$ cat config.mk
export PLATFORM = sky130hd
export DESIGN_NAME = phase_step_ctrl
export DESIGN_NICKNAME = d
export VERILOG_FILES = /design/src/rtl/psc_pkg.sv /design/src/rtl/psc_sequencer.sv /design/src/rtl/psc_phase_acc.sv /design/src/rtl/psc_err_cnt.sv /design/src/rtl/phase_step_ctrl.sv
export SDC_FILE = /design/constraint.sdc
export NUM_CORES = 1
export LEC_CHECK = 0
export CAP_MARGIN = 30
export CORE_UTILIZATION = 55
export DETAILED_ROUTE_END_ITERATION = 10
export PLACE_DENSITY = 0.84
export SYNTH_ARGS = -nofsm -noshare
export SYNTH_HDL_FRONTEND = slang
export SYNTH_SLANG_ARGS = --single-unit
$ cat constraint.sdc
create_clock -name clk_i -period 3.8 [get_ports clk_i]
set_input_delay 0.38 -clock clk_i [delete_from_list [all_inputs] [get_ports clk_i]]
set_output_delay 0.38 -clock clk_i [all_outputs]
set_load 0.01 [all_outputs]
$ cat src/rtl/psc_pkg.sv
package psc_pkg;
  typedef enum logic {
    DIR_DEC = 1'b0,
    DIR_INC = 1'b1
  } dir_e;
endpackage

$ cat src/rtl/psc_sequencer.sv
module psc_sequencer
  import psc_pkg::*;
#(
  parameter int SUB_STEPS   = 8,
  parameter int IDLE_PERIOD = 32
) (
  input  logic clk_i,
  input  logic rst_ni,
  input  logic psen_i,
  input  logic incdec_i,
  output logic move_o,
  output dir_e dir_o,
  output logic busy_o,
  output logic done_o,
  output logic stray_o
);
  localparam int REM_W  = $clog2(SUB_STEPS + 1);
  localparam int IDLE_W = (IDLE_PERIOD > 1) ? $clog2(IDLE_PERIOD) : 1;

  logic              busy_q, done_q;
  logic [REM_W-1:0]  rem_q;
  logic [IDLE_W-1:0] idle_q;
  dir_e              dir_q;

  always_ff @(posedge clk_i or negedge rst_ni) begin
    if (!rst_ni) begin
      busy_q <= 1'b0;
      done_q <= 1'b0;
      rem_q  <= '0;
      idle_q <= '0;
      dir_q  <= DIR_DEC;
    end else if (busy_q) begin
      rem_q <= rem_q - 1'b1;
      if (rem_q == REM_W'(1)) begin
        busy_q <= 1'b0;
        done_q <= 1'b1;
        idle_q <= '0;
      end else begin
        done_q <= 1'b0;
      end
    end else if (psen_i) begin
      busy_q <= 1'b1;
      done_q <= 1'b0;
      rem_q  <= REM_W'(SUB_STEPS);
      idle_q <= '0;
      dir_q  <= dir_e'(incdec_i);
    end else if (idle_q == IDLE_W'(IDLE_PERIOD - 1)) begin
      done_q <= 1'b1;
      idle_q <= '0;
    end else begin
      done_q <= 1'b0;
      idle_q <= idle_q + 1'b1;
    end
  end

  // accumulator moves on every edge while a shift is open
  assign move_o  = busy_q;
  assign dir_o   = dir_q;
  assign busy_o  = busy_q;
  assign done_o  = done_q;
  assign stray_o = busy_q & psen_i;
endmodule

$ cat src/rtl/psc_phase_acc.sv
module psc_phase_acc
  import psc_pkg::*;
#(
  parameter int TOTAL = 448,
  parameter int SUB   = 8,
  parameter int ACC_W = 9,
  parameter int STEP_W = 6
) (
  input  logic              clk_i,
  input  logic              rst_ni,
  input  logic              move_i,
  input  dir_e              dir_i,
  output logic [ACC_W-1:0]  phase_o,
  output logic [STEP_W-1:0] step_o
);
  localparam bit              POW2 = (TOTAL & (TOTAL - 1)) == 0 && (1 << ACC_W) == TOTAL;
  localparam logic [ACC_W-1:0] LAST = ACC_W'(TOTAL - 1);

  logic [ACC_W-1:0] acc_q, acc_d, step_full;

  generate
    if (POW2) begin : g_natural_wrap
      always_comb acc_d = (dir_i == DIR_INC) ? acc_q + 1'b1 : acc_q - 1'b1;
    end else begin : g_cmp_wrap
      always_comb begin
        if (dir_i == DIR_INC) acc_d = (acc_q == LAST) ? '0 : acc_q + 1'b1;
        else                  acc_d = (acc_q == '0) ? LAST : acc_q - 1'b1;
      end
    end
  endgenerate

  always_ff @(posedge clk_i or negedge rst_ni) begin
    if (!rst_ni)     acc_q <= '0;
    else if (move_i) acc_q <= acc_d;
  end

  assign step_full = acc_q / ACC_W'(SUB);
  assign phase_o   = acc_q;
  assign step_o    = step_full[STEP_W-1:0];
endmodule

$ cat src/rtl/psc_err_cnt.sv
module psc_err_cnt #(
  parameter int W = 8
) (
  input  logic         clk_i,
  input  logic         rst_ni,
  input  logic         hit_i,
  output logic [W-1:0] cnt_o
);
  logic [W-1:0] cnt_q;

  always_ff @(posedge clk_i or negedge rst_ni) begin
    if (!rst_ni)                     cnt_q <= '0;
    else if (hit_i && cnt_q != '1)   cnt_q <= cnt_q + 1'b1;
  end

  assign cnt_o = cnt_q;
endmodule

$ cat src/rtl/phase_step_ctrl.sv
module phase_step_ctrl
  import psc_pkg::*;
#(
  parameter int STEPS_PER_PERIOD = 56,
  parameter int SUB_STEPS        = 8,
  parameter int ERR_W            = 8,
  parameter int IDLE_PERIOD      = 32,
  localparam int TOTAL_SUB = STEPS_PER_PERIOD * SUB_STEPS,
  localparam int ACC_W     = (TOTAL_SUB > 1) ? $clog2(TOTAL_SUB) : 1,
  localparam int STEP_W    = (STEPS_PER_PERIOD > 1) ? $clog2(STEPS_PER_PERIOD) : 1,
  localparam int SPP_W     = $clog2(STEPS_PER_PERIOD + 1)
) (
  input  logic              clk_i,
  input  logic              rst_ni,
  input  logic              psen_i,
  input  logic              incdec_i,
  output logic              done_o,
  output logic              busy_o,
  output logic [ACC_W-1:0]  phase_fine_o,
  output logic [STEP_W-1:0] phase_step_o,
  output logic [SPP_W-1:0]  steps_per_period_o,
  output logic [ERR_W-1:0]  err_cnt_o
);
  logic move;
  logic stray;
  dir_e dir;

  psc_sequencer #(
    .SUB_STEPS  (SUB_STEPS),
    .IDLE_PERIOD(IDLE_PERIOD)
  ) u_seq (
    .clk_i   (clk_i),
    .rst_ni  (rst_ni),
    .psen_i  (psen_i),
    .incdec_i(incdec_i),
    .move_o  (move),
    .dir_o   (dir),
    .busy_o  (busy_o),
    .done_o  (done_o),
    .stray_o (stray)
  );

  psc_phase_acc #(
    .TOTAL (TOTAL_SUB),
    .SUB   (SUB_STEPS),
    .ACC_W (ACC_W),
    .STEP_W(STEP_W)
  ) u_acc (
    .clk_i  (clk_i),
    .rst_ni (rst_ni),
    .move_i (move),
    .dir_i  (dir),
    .phase_o(phase_fine_o),
    .step_o (phase_step_o)
  );

  psc_err_cnt #(
    .W(ERR_W)
  ) u_err (
    .clk_i (clk_i),
    .rst_ni(rst_ni),
    .hit_i (stray),
    .cnt_o (err_cnt_o)
  );

  assign steps_per_period_o = SPP_W'(STEPS_PER_PERIOD);
endmodule

==> summary.md <==
| Metric | Value |
|---|---|
| Synth area leader | dfrtp_1 |
| Net load switching power | 0.703 mW |
| Initial DRC count | 150 |
| # rows | 20 |
| Dpl hpwl | 2480 um |
| WS Path Type | reg2out |
| Largest net degree at the start of global routing | 32 |
| P_int | 0.973 mW |
| Max-Cap Viols | 0 |
| FMAX | 0.433 GHz |
| Die H | 58.5 um |
| Most common cell after layout, fill and taps aside | dfrtp_1 |
| Filler cells | 255 |
| Starting Density | 58.0% |
| P per Cell Area | 823 nW/um2 |
| Sequential Area | between 700 and 800 um2 |
| CTS Buf Count | 5 |
| First-pass GRT wire length | about 6000 um |
| YS warnings | 0 |
| DIE AREA | 3420 um2 |
| Critical Path Source Type | flop |
| Synth area leaders | dfrtp_1 (41%), buf_4 (5.1%), ha_1 (5.0%) |
| Synthesized cell area | 1760 um2 |
| Synth Register Bits | 29 |
| Multi-input logic area | a little under 900 um2 |
| Setup crit end kind | output port |
| Antenna diode count | 0 |
| Layout area overhead | 16.0% |
| Clock transition at path regs | ~0.090 ns |
| GRT overflow | 0 |
| Crit path DAT | between 1.5 and 2 ns |
| Endpoints failing hold | 0 |
| Largest stage delay, worst path | 0.91 ns |
| Initial antenna violation count | 0 |
| Worst vdd ir | 0.409 mV |
| I/O Buffers | 28 |
| Vias in the first global route | 1340 |
| Synth Flop Type | dfrtp_1 |
| Status | finished, final reports clean |
| Core ar. | 3030 um2 |
| Final GP Congestion | around 0.93 |
| Final setup fails | 0 |
| Layout Cells excl Fill | roughly 250 |
| Worst Path Max Fanout | 31 |
| CTS Hold Bufs | 0 |
| Buf/Inv on CP | 1 |
| Nets | approximately 210 |
| Hold Path Class | in2async |
| Worst-Margin Slew | 0.856 ns |
| Slew Viols, Final | 0 |
| PostCTS Resize Cnt | 0 |
| Crit path required time | 3.42 ns |
| IO Pins | 35 |
| Sw frac | 42.0% |
| GRT Overall Usage | roughly a quarter |
| Drt pass-1 iters | 4 |
| Commonest cells after routing, fill and taps aside | dfrtp_1 (29), clkdlybuf4s50_1 (28), nand2_1 (11) |
| Drt drc | 0 |
| Gate power share | 48.0% |
| CTS sink cnt | 29 |
| CTS Root Cell | clkbuf_4 |
| Crit path max-delay family | flip-flops |
| Via count | 1456 |
| Avg Cell Area, Syn | 9.54 um2 |
| DIE WIDTH | 58.5 um |
| Bufs on Longest Clock Path | 2 |
| Reg-to-reg slack, setup | 1.54 ns |
| Vias per cell | 5.89 |
| Reg2reg start | u_acc.phase_o[0]$_DFFE_PN0P_ |
| Synth unique cells | 47 |
| Minimum clock period | between 2 and 2.5 ns |
| Cell Chain, Critical Path | clkdlybuf4s50_1 |
| Flop pwr share | 40.6% |
| Clk pwr share | 11.4% |
| WL per Instance | 14.6 um |
| RSZ-0062 raised after global routing | no |
| H-tree Lvls | 2 |
| Clock Skew | 0.00796 ns |
| Worst-case reg-to-reg path depth | 6 |
| Placed Cells | between 200 and 250 |
| Drt total wl | 3590 um |
| Area share of the largest cell type after synthesis | 41.3% |
| Clk Latency, worst-skew pair | 0.32 ns |
| Antenna viol nets, final | 0 |
| Fraction of registers with async set or reset after synthesis | 100% |
| Fin crit share | 60.7% |
| Share of cells above drive strength 1 | between 7 and 8% |
| Relative slew slack | 43.0% |
| Post-CTS Setup Inserts | 0 |
| Cells after synthesis | 184 |
| Setup_tns | 0 ns |
| Leak | 0.877 nW |
| Post-synth EDFFs | 0 |
| Sequential area share after synthesis | 41.3% |
| Worst flop-to-flop path endpoint | u_acc.phase_o[0]$_DFFE_PN0P_ |
| TritonCTS clock tree | built |
| CP max-delay cell | dfrtp_1 |
## final cells by class
| type | instances | share of cell area [%] |
|---|---|---|
| inverter | 6 | 1.11 |
| multi-input combinational | 132 | 43.7 |
| clock buffer | 7 | 2.70 |
| sequential | 29 | 35.6 |
| tap | 44 | 2.70 |
| timing repair buffer | 29 | 14.1 |
## worst max path at each step
stage                     cells after the start  slack, ns                            to                          from
after floorplan                               6       1.72  u_acc.phase_o[5]$_DFFE_PN0P_  u_acc.phase_o[0]$_DFFE_PN0P_
after global placement                        6       1.69  u_acc.phase_o[0]$_DFFE_PN0P_  u_acc.phase_o[0]$_DFFE_PN0P_
after detailed placement                      6       1.57  u_acc.phase_o[0]$_DFFE_PN0P_  u_acc.phase_o[0]$_DFFE_PN0P_
after CTS                                     1       1.49                        busy_o        u_seq.busy_o$_DFF_PN0_
after global routing                          1       1.37                        busy_o        u_seq.busy_o$_DFF_PN0_
final                                         1       1.49                        busy_o        u_seq.busy_o$_DFF_PN0_
## cells in the mapped netlist (all sizes together), types with 4 or more instances
cell type   n
dfrtp      29
buf        14
o21ai      12
nand2      11
xnor2       9
nor2        8
clkbuf      7
ha          7
nand3       7
a21oi       6
and3        6
inv         6
a22o        5
nor3        4
or2         4
xor2        4
## through the flow
stage / hold slack (ns) / power, mW / worst slack [ns] / util, % / cell area [um2]
floorplan: 0.0844 / 1.18 / 1.72 / - / 1770
global placement: 0.497 / 1.44 / 1.69 / 65.4 / 1980
detailed placement: 0.505 / 1.48 / 1.57 / 65.4 / 1980
CTS: 0.418 / 1.68 / 1.49 / 67.2 / 2040
global route: 0.443 / 1.80 / 1.37 / 67.2 / 2040
finish: 0.426 / 1.68 / 1.49 / 67.2 / 2040
## kinds of logic (layout without fill, tap and decap cells)
family / count (synthesis) / after routing / synth area share (%)
simple gates: 58 / 58 / 18.7
compound gates: 45 / 45 / 17.3
flops: 29 / 29 / 41.3
buf+inv: 27 / 42 / 8.84
xor+xnor: 13 / 13 / 6.49
fa+ha+maj: 7 / 7 / 4.99
mux: 3 / 3 / 1.92
other cells: 2 / 6 / 0.428
## layer usage
metal / vias up / GRT usage (%) / routed length (um)
li1: 684 / - / -
met1: 698 / 29.8 / 1500
met2: 64 / 37.8 / 1800
met3: 10 / 7.25 / 209
met4: 0 / 14.3 / 89
met5: - / 0 / 0
## power groups by stage
stage	sequential (mW)	clock, mW	combinational (mW)
after floorplan	0.600	0	0.583
after global routing	0.710	0.211	0.884
final	0.681	0.190	0.805
after global placement	0.665	0	0.773
after CTS	0.673	0.199	0.806
after detailed placement	0.679	0	0.801
## sequential cells by signal, indices dropped and copies added, names as in the netlist
| signal | flops |
|---|---|
| u_seq.busy_o | 1 |
| u_seq.idle_q | 5 |
| u_seq.dir_o | 1 |
| u_seq.rem_q | 4 |
| u_seq.done_o | 1 |
| u_err.cnt_o | 8 |
| u_acc.phase_o | 9 |
No activity file was read; power rests on OpenSTA's default activity.
